==> config.mk <==
export PLATFORM = sky130hd
export DESIGN_NAME = lict_timer
export DESIGN_NICKNAME = d
export VERILOG_FILES = /design/src/rtl/lict_pkg.sv /design/src/rtl/lict_timebase.sv /design/src/rtl/lict_regs.sv /design/src/rtl/lict_expiry.sv /design/src/rtl/lict_irq_out.sv /design/src/rtl/lict_timer.sv
export SDC_FILE = /design/constraint.sdc
export NUM_CORES = 1
export LEC_CHECK = 0
export BUFFER_PORTS_ARGS = -buffer_cell sky130_fd_sc_hd__buf_4
export CAP_MARGIN = 20
export CORE_MARGIN = 4
export CORE_UTILIZATION = 44
export CTS_BUF_LIST = sky130_fd_sc_hd__clkbuf_8 sky130_fd_sc_hd__clkbuf_16
export DETAILED_ROUTE_END_ITERATION = 16
export GPL_TIMING_DRIVEN = 0
export SYNTH_ARGS = -nofsm -noshare
export SYNTH_HDL_FRONTEND = slang
export SYNTH_SLANG_ARGS = --single-unit
==> constraint.sdc <==
create_clock -name clk -period 13.8 [get_ports clk]
set_input_delay 0.69 -clock clk [delete_from_list [all_inputs] [get_ports clk]]
set_output_delay 0.69 -clock clk [all_outputs]
set_load 0.05 [all_outputs]
==> src/rtl/lict_pkg.sv <==
package lict_pkg;

   // register addresses; order is visible to software
   typedef enum logic [1:0] {
      REG_ENTRY = 2'd0,
      REG_INIT  = 2'd1,
      REG_CUR   = 2'd2,
      REG_DIV   = 2'd3
   } lict_reg_e;

   localparam int ENTRY_MASK_BIT = 16;
   localparam int ENTRY_PER_BIT  = 17;
   localparam int SHIFT_W        = 3;
   localparam int DIV_W          = 4;

   // divide code bits {3,1,0} plus one, modulo eight, give the shift
   function automatic logic [SHIFT_W-1:0] div_to_shift(input logic [DIV_W-1:0] code);
      logic [SHIFT_W-1:0] v;
      v = {code[3], code[1], code[0]};
      return v + 3'd1;
   endfunction

endpackage

==> src/rtl/lict_timebase.sv <==
module lict_timebase #(
   parameter int TS_W = 48
) (
   input  logic            clk,
   input  logic            rst_n,
   output logic [TS_W-1:0] now
);
   logic [TS_W-1:0] now_q;

   always_ff @(posedge clk or negedge rst_n) begin
      if (!rst_n) now_q <= '0;
      else        now_q <= now_q + TS_W'(1);
   end

   assign now = now_q;
endmodule

==> src/rtl/lict_regs.sv <==
module lict_regs
   import lict_pkg::*;
#(
   parameter int CNT_W = 32,
   parameter int VEC_W = 8
) (
   input  logic                 clk,
   input  logic                 rst_n,
   input  logic                 wr_en,
   input  logic [1:0]           wr_addr,
   input  logic [CNT_W-1:0]     wr_data,
   input  logic [1:0]           rd_addr,
   input  logic [CNT_W-1:0]     cur_count,
   output logic [CNT_W-1:0]     rd_data,
   output logic [VEC_W-1:0]     vec_q,
   output logic                 mask_q,
   output logic                 per_q,
   output logic [CNT_W-1:0]     init_q,
   output logic [SHIFT_W-1:0]   shift_q,
   output logic                 load_stb
);
   logic [DIV_W-1:0] div_q;
   logic             wr_entry, wr_div;

   assign wr_entry = wr_en && (wr_addr == REG_ENTRY);
   assign wr_div   = wr_en && (wr_addr == REG_DIV);
   assign load_stb = wr_en && (wr_addr == REG_INIT);

   always_ff @(posedge clk or negedge rst_n) begin
      if (!rst_n) begin
         vec_q  <= '0;
         mask_q <= 1'b1;
         per_q  <= 1'b0;
      end else if (wr_entry) begin
         vec_q  <= wr_data[VEC_W-1:0];
         mask_q <= wr_data[ENTRY_MASK_BIT];
         per_q  <= wr_data[ENTRY_PER_BIT];
      end
   end

   always_ff @(posedge clk or negedge rst_n) begin
      if (!rst_n)        init_q <= '0;
      else if (load_stb) init_q <= wr_data;
   end

   // shift is held apart from the code so reset can leave it at divide-by-one
   always_ff @(posedge clk or negedge rst_n) begin
      if (!rst_n) begin
         div_q   <= '0;
         shift_q <= '0;
      end else if (wr_div) begin
         div_q   <= wr_data[DIV_W-1:0];
         shift_q <= div_to_shift(wr_data[DIV_W-1:0]);
      end
   end

   always_comb begin
      rd_data = '0;
      case (lict_reg_e'(rd_addr))
         REG_ENTRY: begin
            rd_data[VEC_W-1:0]     = vec_q;
            rd_data[ENTRY_MASK_BIT] = mask_q;
            rd_data[ENTRY_PER_BIT]  = per_q;
         end
         REG_INIT:  rd_data = init_q;
         REG_CUR:   rd_data = cur_count;
         REG_DIV:   rd_data[DIV_W-1:0] = div_q;
         default:   rd_data = '0;
      endcase
   end
endmodule

==> src/rtl/lict_expiry.sv <==
module lict_expiry
   import lict_pkg::*;
#(
   parameter int TS_W  = 48,
   parameter int CNT_W = 32
) (
   input  logic                clk,
   input  logic                rst_n,
   input  logic [TS_W-1:0]     now,
   input  logic                load_stb,
   input  logic [CNT_W-1:0]    load_cnt,
   input  logic [CNT_W-1:0]    init_q,
   input  logic [SHIFT_W-1:0]  shift_q,
   input  logic                per_q,
   output logic                fire,
   output logic [CNT_W-1:0]    cur_count
);
   localparam int PAD_W = TS_W - CNT_W;

   logic [TS_W-1:0] load_ts_q, next_q;
   logic            armed_q;
   logic [TS_W-1:0] delta, ticks, period, rem;
   logic [TS_W-1:0] stage [SHIFT_W+1];
   logic            due;

   assign delta    = now - load_ts_q;
   assign stage[0] = delta;

   // log-depth right shifter, one stage per shift bit
   for (genvar i = 0; i < SHIFT_W; i++) begin : g_shift
      assign stage[i+1] = shift_q[i] ? (stage[i] >> (1 << i)) : stage[i];
   end

   assign ticks  = stage[SHIFT_W];
   assign period = {{PAD_W{1'b0}}, init_q} + TS_W'(1);
   assign due    = armed_q && (ticks >= next_q);
   // a reload in the same cycle wins over the old expiry
   assign fire   = due && !load_stb;

   always_ff @(posedge clk or negedge rst_n) begin
      if (!rst_n) begin
         load_ts_q <= '0;
         next_q    <= '0;
         armed_q   <= 1'b0;
      end else if (load_stb) begin
         load_ts_q <= now;
         next_q    <= {{PAD_W{1'b0}}, load_cnt} + TS_W'(1);
         armed_q   <= (load_cnt != '0);
      end else if (due) begin
         if (per_q) next_q  <= next_q + period;
         else       armed_q <= 1'b0;
      end
   end

   assign rem = next_q - ticks - TS_W'(1);

   always_comb begin
      if (!armed_q || (ticks >= next_q))   cur_count = '0;
      else if (|rem[TS_W-1:CNT_W])         cur_count = '1;
      else                                 cur_count = rem[CNT_W-1:0];
   end
endmodule

==> src/rtl/lict_irq_out.sv <==
module lict_irq_out #(
   parameter int VEC_W = 8
) (
   input  logic             clk,
   input  logic             rst_n,
   input  logic             fire,
   input  logic             mask_q,
   input  logic [VEC_W-1:0] vec_q,
   output logic             irq_valid,
   output logic [VEC_W-1:0] irq_vector
);
   always_ff @(posedge clk or negedge rst_n) begin
      if (!rst_n) begin
         irq_valid  <= 1'b0;
         irq_vector <= '0;
      end else begin
         irq_valid <= fire && !mask_q;
         if (fire) irq_vector <= vec_q;
      end
   end
endmodule

==> src/rtl/lict_timer.sv <==
module lict_timer
   import lict_pkg::*;
#(
   parameter int CNT_W = 32,
   parameter int TS_W  = 48,
   parameter int VEC_W = 8
) (
   input  logic              clk,
   input  logic              rst_n,
   input  logic              wr_en,
   input  logic [1:0]        wr_addr,
   input  logic [CNT_W-1:0]  wr_data,
   input  logic [1:0]        rd_addr,
   output logic [CNT_W-1:0]  rd_data,
   output logic              irq_valid,
   output logic [VEC_W-1:0]  irq_vector
);
   if (CNT_W < ENTRY_PER_BIT + 1 || CNT_W > 64) begin : g_bad_cnt
      $error("lict_timer: CNT_W must lie in 18..64");
   end
   if (TS_W <= CNT_W) begin : g_bad_ts
      $error("lict_timer: TS_W must exceed CNT_W");
   end
   if (VEC_W < 1 || VEC_W > ENTRY_MASK_BIT) begin : g_bad_vec
      $error("lict_timer: VEC_W must lie in 1..16");
   end

   logic [TS_W-1:0]    now;
   logic [VEC_W-1:0]   vec_q;
   logic               mask_q, per_q, load_stb, fire;
   logic [CNT_W-1:0]   init_q, cur_count;
   logic [SHIFT_W-1:0] shift_q;

   lict_timebase #(.TS_W(TS_W)) u_tb (
      .clk(clk), .rst_n(rst_n), .now(now)
   );

   lict_regs #(.CNT_W(CNT_W), .VEC_W(VEC_W)) u_regs (
      .clk(clk), .rst_n(rst_n),
      .wr_en(wr_en), .wr_addr(wr_addr), .wr_data(wr_data),
      .rd_addr(rd_addr), .cur_count(cur_count), .rd_data(rd_data),
      .vec_q(vec_q), .mask_q(mask_q), .per_q(per_q),
      .init_q(init_q), .shift_q(shift_q), .load_stb(load_stb)
   );

   lict_expiry #(.TS_W(TS_W), .CNT_W(CNT_W)) u_exp (
      .clk(clk), .rst_n(rst_n), .now(now),
      .load_stb(load_stb), .load_cnt(wr_data),
      .init_q(init_q), .shift_q(shift_q), .per_q(per_q),
      .fire(fire), .cur_count(cur_count)
   );

   lict_irq_out #(.VEC_W(VEC_W)) u_out (
      .clk(clk), .rst_n(rst_n), .fire(fire), .mask_q(mask_q),
      .vec_q(vec_q), .irq_valid(irq_valid), .irq_vector(irq_vector)
   );
endmodule

==> results of run 1 <==
==> kinds of logic (layout without fill, tap and decap cells) <==
| family | Yosys count | in the layout |
|---|---|---|
| AND/OR/NAND/NOR | 816 | 816 |
| other | 0 | 2 |
| flip-flops | 203 | 203 |
| AO/OA/AOI/OAI | 706 | 706 |
| XOR/XNOR | 222 | 222 |
| buffers and inverters | 272 | 393 |
| multiplexers | 132 | 132 |
| adder cells (fa/ha/maj) | 187 | 187 |
==> Yosys cell counts, types with 19 or more instances <==
| cell type | number | share of area (%) |
|---|---|---|
| a21oi_1 | 179 | 4.4 |
| a211oi_1 | 29 | 1.1 |
| and3_1 | 38 | 1.2 |
| mux2_2 | 59 | 3.3 |
| o211ai_1 | 19 | 0.70 |
| nor2_1 | 177 | 3.3 |
| nor4_1 | 24 | 0.74 |
| a31oi_1 | 28 | 0.86 |
| mux2i_1 | 69 | 3.4 |
| ha_1 | 184 | 11 |
| nand2_1 | 311 | 5.7 |
| nand3_1 | 75 | 1.8 |
| dfrtp_1 | 202 | 25 |
| clkbuf_1 | 79 | 1.5 |
| xnor2_1 | 139 | 6.0 |
| o21ai_0 | 166 | 4.1 |
| inv_1 | 146 | 2.7 |
| xor2_1 | 83 | 3.6 |
| a22oi_1 | 32 | 1.2 |
| nor3_1 | 36 | 0.88 |
| nand4_1 | 43 | 1.3 |
| a21o_1 | 99 | 3.6 |
| nand2b_1 | 20 | 0.61 |
==> flip-flops by register name, summed over array words and instances (netlist names) <==
name	count
u_exp.load_ts_q	48
u_exp.next_q	48
u_tb.now	48
u_regs.init_q	32
u_out.irq_vector	8
u_regs.vec_q	8
u_regs.div_q	4
u_regs.shift_q	3
u_exp.armed_q	1
u_out.irq_valid	1
u_regs.mask_q	1
u_regs.per_q	1
==> metal layers <==
| layer | wire length (um) | GRT usage, % | vias to the layer above |
|---|---|---|---|
| li1 | - | - | 9259 |
| met1 | 31500 | 38.1 | 9378 |
| met2 | 31200 | 43.5 | 587 |
| met3 | 4240 | 3.87 | 111 |
| met4 | 2500 | 8.33 | 4 |
| met5 | 34 | 0 | - |
==> power by group through the flow <==
stage                     clock network (mW)  logic (mW)  registers, mW
after global placement                     0        2.84          0.800
after detailed placement                   0        2.86          0.803
after global routing                   0.713        3.18          0.805
final                                  0.674        2.94          0.795
after floorplan                            0        2.03          0.804
after CTS                              0.688        2.88          0.793
==> worst max-delay path, stage by stage, from the launching register on <==
cell       delay [ns]
dfrtp_1          0.45
ha_1             0.31
nor2b_1          0.13
o31a_1           0.27
a31o_2           0.28
o2111ai_1        0.33
nand3_1          0.25
o211ai_2         0.28
nand2_1          0.22
a41oi_1          0.41
mux2i_1          0.31
nand2_1          0.12
mux4_2           0.54
mux2_2           0.32
ha_1             0.27
clkbuf_1         0.29
nand3_1          0.25
or2_1            0.32
and4_1           0.26
a2111oi_4        0.36
o2111ai_1        0.14
a2111o_1         0.41
nor4b_2          0.25
nand4_2          0.39
nor3_4           0.73
buf_6            0.29
o21ai_1          0.08
buf_4            0.20
==> final timing paths <==
kind                                    start                  to  slack [ns]  depth (start not counted)
max                               u_tb.now[1]         rd_data[20]        4.06                         27
min                                     rst_n        u_tb.now[10]        0.14                          1
max reg2reg                       u_tb.now[0]     u_exp.next_q[3]        5.18                         32
max in group asynchronous               rst_n    u_exp.next_q[29]       12.60                          2
min reg2reg                u_exp.load_ts_q[0]  u_exp.load_ts_q[0]        0.49                          2
min in group clk                   wr_data[9]    u_regs.init_q[9]        0.36                          3
==> layout make-up <==
type	instances	area, um2
timing repair buffer	79	632
fill	4428	23000
tap	600	751
multi-input combinational	2063	14100
antenna	2	5.00
sequential	203	5080
inverter	148	556
clock buffer	32	722
buffer	124	619
clock inverter	10	100
==> metrics by stage <==
step	util [%]	hold WS, ns
5_1_grt	49.6	0.183
2_1_floorplan	-	0.394
3_3_place_gp	47.6	0.465
4_1_cts	49.5	0.161
6_report	49.6	0.140
3_5_place_dp	47.7	0.477
==> results.yml, run 1 <==
pwr:
  clkPwrFrac_pct: 15.3
  combPwrFrac_pct: 66.7
  p_switching_mw: 2.24
  pwr-share-seq_pct: 18.0
  total_power_mw: 4.41
  vdd_ir_drop_max_mv: 0.123
  switching_share_pct: 50.7
  p_leak_nw: 10.6
  p_per_area_nw_per_um2: 195
  p_int_mw: 2.17
timing:
  drv_slew: 0
  max_freq_mhz: 103
  finalSetupViolations: 0
  rsz0062_at_grt: "false"
  timing.slew.headroom_pct: 24.7
  period_minus_slack_ns: 9.74
  final.setup.worst_slack_ns: 4.06
  worst_pin_slew_ns: 1.13
  clock-skew-final_ns: 0.0132
  setup_tns_ns: 0
  period_share_pct: 70.6
  hold_viol: 0
clock_tree:
  path_clk_slew_ns: 0.06
  cts_buffers: 25
  clkSinkCount: 203
  cts_max_level: 1
  cts_buffer_depth: 3
  cts_hold_buf: 0
  tritoncts: "done"
  cts_resized: 0
  worstSkewPairLatency_ns: 0.57
  clockRootBuffer: "clkbuf_16"
  postCtsSetupRepairBufs: 0
placement:
  port-buffer-count: 75
  postPlaceCellArea_um2: 21700
  place_inst: 3214
  dpl_worst_slack_ns: 4.53
  routabilityCongestion: 0.958
  hpwl_mm: 55.3
logic_synthesis:
  synth_top_family_by_area: "compound AO/OA/AOI/OAI gates"
  syn-cell-area_um2: 20400
  yosys.area_share.adder_pct: 11.6
  synth_nets: 2764
  synth-edff-count: 0
  avgSynthCellArea_um2: 8.03
  synth_seq_cells: 203
  synth_cells: 2538
  synth_cell_type_count: 90
  synth-xor-area-share_pct: 9.54
  synth.mux.area_fraction_pct: 7.09
  synth_compound_area_share_pct: 22.2
  ys_seq_area_share_pct: 24.9
  synth_ff_type: "dfrtp_1"
  yosysWarnings: 0
  yosys.area_share.simple_pct: 18.9
  async_reset_ff_share_pct: 100
layout:
  fin_cells: 3261
  drive_gt1_share_pct: 10.3
  design_area_um2: 22600
  syn_to_final_growth_pct: 10.9
  final_common_cell: "nand2_1"
  final_nets: 2870
  layout_common_cells: "nand2_1 (311), dfrtp_1 (202), ha_1 (184)"
setup_path:
  startpoint_type: "register"
  critPathMaxFanout: 10
  worstPathRequired_ns: 13.11
  crit_type: "reg2out"
  arrival_ns: 9.05
  endpoint_kind: "primary output"
drt:
  routed_wirelength_mm: 69.5
  ant_nets: 0
  wire_per_inst_um: 21.3
  drcViolationCount: 0
  vias: 19339
  drt-vias-per-instance: 5.93
  drt_iter0_markers: 1831
  dr.pass1.iters: 5
grt:
  grt_max_degree: 112
  grt_pass1_vias: 18915
  grt_first_pass_wirelength_mm: 109
  grt_overflow: 0
  grtUsageTotal_pct: 27.1
  antenna_found_initial: 3
run_status:
  outcome: "finished clean"
floorplanning:
  core_area_um2: 45600
  ios: 80
  fp-row-count: 78
  dieArea_um2: 49800
  die_w_um: 223
  start_util_pct: 44.7
  fp.dieH_um: 223
min_path:
  min_path_type: "in2async"
run:
  maxCapViolCount: 0
Power figures use the tool's default switching activity.
==> run 2: changes to the inputs <==
==> constraint.sdc (replaced) <==
create_clock -name clk -period 9.8 [get_ports clk]
set_input_delay 0.49 -clock clk [delete_from_list [all_inputs] [get_ports clk]]
set_output_delay 0.49 -clock clk [all_outputs]
set_load 0.05 [all_outputs]
==> run 2 against run 1 <==
  * Design area is 0.20% higher
  * Setup slack worse by 3.5 ns
  * Clock skew is 0.0019 ns lower
  * Largest cell class unchanged
  * Core utilization is 0.099 points higher
  * Critical path depth is 1 lower
  * Sequential share of layout area hardly changed
  * Global-route usage hardly changed
  * Routed wire length hardly changed
  * Cell count hardly changed
  * Sequential power is 41% higher
  * Power is 41% higher
  * Die area stayed put
==> results.yml, run 2 (synthesis gave the netlist of run 1 again) <==
run_status:
  outcome: "finished clean"
pwr:
  clkPwrFrac_pct: 15.2
  combPwrFrac_pct: 66.7
  pwr-share-seq_pct: 18.0
  p_switching_mw: 3.15
  p_per_area_nw_per_um2: 274
  switching_share_pct: 50.7
  p_leak_nw: 10.6
  vdd_ir_drop_max_mv: 0.174
  p_int_mw: 3.06
drt:
  vias: 19372
  ant_nets: 0
  wire_per_inst_um: 21.3
  drt-vias-per-instance: 5.94
  dr.pass1.iters: 5
  drt_iter0_markers: 1982
  drcViolationCount: 0
  routed_wirelength_mm: 69.6
timing:
  period_share_pct: 94.6
  hold_viol: 0
  worst_pin_slew_ns: 1.13
  clock-skew-final_ns: 0.0113
  drv_slew: 0
  max_freq_mhz: 108
  finalSetupViolations: 0
  period_minus_slack_ns: 9.27
  timing.slew.headroom_pct: 24.4
  rsz0062_at_grt: "false"
  setup_tns_ns: 0
layout:
  design_area_um2: 22700
  num_antenna_cells: 0
  nFillCells: 4424
  layout_common_cells: "nand2_1 (311), dfrtp_1 (202), ha_1 (184)"
  final_nets: 2873
  syn_to_final_growth_pct: 11.1
  drive_gt1_share_pct: 10.3
  final_common_cell: "nand2_1"
clock_tree:
  cts_buffers: 25
  path_clk_slew_ns: 0.06
  tritoncts: "done"
  clockRootBuffer: "clkbuf_16"
  cts_buffer_depth: 3
  worstSkewPairLatency_ns: 0.57
  cts_resized: 0
  clkSinkCount: 203
  cts_max_level: 1
floorplanning:
  fp-row-count: 78
  core_area_um2: 45600
  start_util_pct: 44.7
  dieArea_um2: 49800
  ios: 80
  fp.dieH_um: 223
  die_w_um: 223
grt:
  grt_overflow: 0
  grt_max_degree: 112
  antenna_found_initial: 3
  grt_pass1_vias: 18925
  grt_first_pass_wirelength_mm: 109
  grtUsageTotal_pct: 27.1
min_path:
  min_path_type: "in2reg"
placement:
  routabilityCongestion: 0.958
  postPlaceCellArea_um2: 21700
  port-buffer-count: 75
  hpwl_mm: 55.3
setup_path:
  crit_type: "reg2out"
  arrival_ns: 8.78
  worstPathRequired_ns: 9.31
  critPathMaxFanout: 7
  endpoint_kind: "primary output"
  startpoint_type: "register"
run:
  maxCapViolCount: 0
## run 2: changes by cell type in the layout (fill, tap and decap cells not counted)
cell / delta
buf_12: +2
diode_2: -2
dlygate4sd3_1: +1
## run 2: power by group through the flow
stage,logic (mW),registers (mW),clock network [mW]
after floorplan,2.86,1.13,0
after global placement,3.99,1.13,0
after detailed placement,4.02,1.13,0
after CTS,4.06,1.12,0.968
after global routing,4.47,1.13,1.00
final,4.15,1.12,0.947
## run 2: metrics by stage
stage                     total power, mW  utilization, %  instances  setup WS (ns)  hold WS, ns
final                                6.21            49.7       3262          0.532        0.158
after global routing                 6.61            49.7       3262         0.0607        0.155
after CTS                            6.14            49.5       3257         0.0899        0.125
after detailed placement             5.15            47.7       3214          0.734        0.477
after global placement               5.12            47.6       3213          0.462        0.465
after floorplan                      3.99               -       2538           2.37        0.194
## run 2: worst paths after layout
check	start	to	slack, ns	cells past startpoint
max	u_tb.now[1]	rd_data[5]	0.53	26
min	wr_data[20]	u_regs.init_q[20]	0.16	3
max reg2reg	u_tb.now[0]	u_exp.next_q[3]	1.17	32
min reg2reg	u_exp.load_ts_q[0]	u_exp.load_ts_q[0]	0.49	2
max in group asynchronous	rst_n	u_regs.init_q[28]	8.21	3
min in group asynchronous	rst_n	u_tb.now[10]	0.53	2
## run 2: critical path, cell delays in order (launching register included)
cell and delay, ns:
dfrtp_1 0.45, ha_1 0.31, nor2b_1 0.13, o31a_1 0.27
a31o_2 0.28, o2111ai_1 0.33, nand3_1 0.25, o211ai_2 0.28
nand2_1 0.22, a41oi_1 0.41, mux2i_1 0.31, nand2_1 0.12
mux4_2 0.54, mux2_2 0.32, ha_1 0.27, clkbuf_1 0.30
nand3_1 0.26, or2_1 0.32, and4_1 0.26, a2111oi_4 0.36
o2111ai_1 0.14, a2111o_1 0.41, nor4b_2 0.25, nand4_2 0.40
o41ai_1 0.65, a21oi_1 0.14, buf_4 0.21
## run 2: per-layer routing
layer,global-route usage (%),share of wire [%],vias to the layer above
li1,-,-,9265
met1,38.1,46,9381
met2,43.5,45,607
met3,3.87,5.9,113
met4,8.33,3.5,6
met5,0,0.068,-
## run 2: area by class of cell
cell class	count	area (um2)	area share (%)
Sequential cell	203	5080	22.4
Multi-Input combinational cell	2063	14100	62.4
Tap cell	600	751	3.31
Timing Repair Buffer	82	682	3.01
Inverter	148	556	2.45
Clock inverter	10	100	0.442
Buffer	124	619	2.73
Clock buffer	32	722	3.19
## run 2: timing repair
| action | CTS | global route |
|---|---|---|
| hold endpoints to repair | 54 | 0 |
| hold buffers | 1 | 0 |
| setup endpoints to repair | 0 | 27 |
| buffers inserted | 0 | 2 |
==> run 3: changes to the inputs <==
--- a/config.mk
+++ b/config.mk
@@ -7,11 +7,15 @@
 export LEC_CHECK = 0
 export BUFFER_PORTS_ARGS = -buffer_cell sky130_fd_sc_hd__buf_4
 export CAP_MARGIN = 20
+export CELL_PAD_IN_SITES_DETAIL_PLACEMENT = 1
+export CELL_PAD_IN_SITES_GLOBAL_PLACEMENT = 1
 export CORE_MARGIN = 4
 export CORE_UTILIZATION = 44
 export CTS_BUF_LIST = sky130_fd_sc_hd__clkbuf_8 sky130_fd_sc_hd__clkbuf_16
 export DETAILED_ROUTE_END_ITERATION = 16
 export GPL_TIMING_DRIVEN = 0
+export HOLD_SLACK_MARGIN = 0.03
+export PLACE_DENSITY_LB_ADDON = 0.1
 export SYNTH_ARGS = -nofsm -noshare
 export SYNTH_HDL_FRONTEND = slang
 export SYNTH_SLANG_ARGS = --single-unit
==> run 3 against run 2 <==
  * Worst hold slack improved by 0.0076 ns
  * Largest power group unchanged
  * Sequential cell count did not move
  * First-iteration DRC count fell by 25%
  * Clock power barely moved
  * Sequential power barely moved
  * Non-clock buffer count rose by 1
  * Register-to-register slack improved by 0.15 ns
  * Via count rose by 2.7%
  * Critical path depth did not move
  * Core utilization rose by 0.052 points
  * Setup slack got worse by 0.20 ns
==> results.yml, run 3 (synthesis gave the netlist of run 1 again) <==
setup_path:
  endpoint_kind: "primary output"
  reg2regPathDepth: 32
  crit_type: "reg2out"
  reg2reg_slack_ns: 1.32
  cp_slowest_cell: "o41ai_1"
  critPathMaxStageDelay_ns: 0.73
  arrival_ns: 8.97
  rr_startpoint: "u_tb.now[0]"
  critPathMaxFanout: 7
  reg2reg_to: "u_exp.next_q[26]"
  startpoint_type: "register"
  worstPathRequired_ns: 9.31
layout:
  final_common_cell: "nand2_1"
  fin_cells: 3269
  final_nets: 2875
  num_antenna_cells: 0
  syn_to_final_growth_pct: 11.2
  layout_common_cells: "nand2_1 (311), dfrtp_1 (202), ha_1 (184)"
  nFillCells: 5607
  drive_gt1_share_pct: 10.4
grt:
  grt_max_degree: 111
  grtUsageTotal_pct: 29.9
  grt_first_pass_wirelength_mm: 119
  grt_pass1_vias: 20769
  antenna_found_initial: 1
  grt_overflow: 0
clock_tree:
  worstSkewPairLatency_ns: 0.57
  cts_buffers: 26
  clkSinkCount: 203
  cts_resized: 0
  path_clk_slew_ns: 0.06
  tritoncts: "done"
  cts_max_level: 1
  clockRootBuffer: "clkbuf_16"
  cts_buffer_depth: 3
min_path:
  whs_path_depth: 3
  worstHoldStart: "wr_data[20]"
  worstHoldEndpoint: "u_regs.init_q[20]"
  min_path_type: "in2reg"
placement:
  port-buffer-count: 75
  hpwl_mm: 61.2
  place_inst: 3217
  dpl_worst_slack_ns: 0.871
  routabilityCongestion: 0.930
pwr:
  p_per_area_nw_per_um2: 278
  p_leak_nw: 10.7
  vdd_ir_drop_max_mv: 0.173
  total_power_mw: 6.31
floorplanning:
  fp.dieH_um: 223
  ios: 80
  dieArea_um2: 49800
  fp-row-count: 78
  core_area_um2: 45600
  start_util_pct: 44.7
  die_w_um: 223
drt:
  wire_per_inst_um: 23.5
  vias: 19898
  routed_wirelength_mm: 77.0
  drcViolationCount: 0
  drt_iter0_markers: 1492
  dr.pass1.iters: 5
  drt-vias-per-instance: 6.09
  ant_nets: 0
timing:
  finalSetupViolations: 0
  hold_viol: 0
  drv_slew: 0
  rsz0062_at_grt: "false"
  max_freq_mhz: 106
  period_share_pct: 96.6
  timing.slew.headroom_pct: 19.8
  clock-skew-final_ns: 0.0204
  worst_pin_slew_ns: 1.20
  whs_ns: 0.165
  period_minus_slack_ns: 9.46
  setup_tns_ns: 0
  final.setup.worst_slack_ns: 0.337
run_status:
  outcome: "finished clean"
run:
  maxCapViolCount: 0
-- run 3: cell count changes in the layout (fill, tap and decap cells not counted), sizes merged --
cell,before,now
bufinv,1,0
buf,116,117
inv,151,156
clkinvlp,2,0
clkinv,4,8
-- run 3: critical path: cells and delay by family (launching register included) --
| kind | cells | cell delay (ns) |
|---|---|---|
| flops | 1 | 0.45 |
| simple gates | 9 | 2.20 |
| compound gates | 10 | 3.46 |
| buf+inv | 2 | 0.52 |
| mux | 3 | 1.16 |
| fa+ha+maj | 2 | 0.61 |
-- run 3: per-stage QoR --
step	cell area, um2	utilization (%)
2_1_floorplan	20400	-
3_3_place_gp	21700	47.6
3_5_place_dp	21800	47.8
4_1_cts	22600	49.7
5_1_grt	22700	49.8
6_report	22700	49.8
-- run 3: worst max-delay path by stage --
| stage | from | slack, ns | to | depth (start not counted) |
|---|---|---|---|---|
| 4_1_cts | u_tb.now[1] | 0.24 | rd_data[27] | 27 |
| 3_3_place_gp | u_tb.now[1] | 0.24 | u_exp.next_q[41] | 25 |
| 5_1_grt | u_tb.now[9] | 0.01 | rd_data[4] | 27 |
| 2_1_floorplan | u_tb.now[0] | 2.37 | rd_data[7] | 29 |
| 3_5_place_dp | u_tb.now[1] | 0.87 | rd_data[27] | 27 |
| 6_report | u_tb.now[1] | 0.34 | rd_data[4] | 26 |
-- run 3: layout make-up --
type | instances | area [um2] | area share [%]
inverters | 148 | 556 | 2.45
flip-flops and latches | 203 | 5080 | 22.4
repair buffers | 83 | 704 | 3.11
multi-input cells | 2063 | 14100 | 62.4
plain buffers | 124 | 619 | 2.73
well taps | 600 | 751 | 3.31
clock buffers | 32 | 744 | 3.28
clock inverters | 16 | 78.8 | 0.348
-- run 3: repair_timing --
action / 4_1_cts / 5_1_grt
endpoints found under the setup margin: 0 / 27
buffers inserted: 0 / 2
hold buffers: 1 / 0
endpoints found under the hold margin: 93 / 0
-- run 3: metal layers --
metal  track usage [%]  wire, um
met3              3.43      3890
met4              9.35      2790
met1              40.7     34600
met2              49.9     35700
met5                 0         0
-- run 3: report_power, final --
part	switching, mW	total (mW)	internal, mW
sequential	0.160	1.13	0.966
combinational	2.68	4.24	1.56
clock	0.410	0.944	0.535
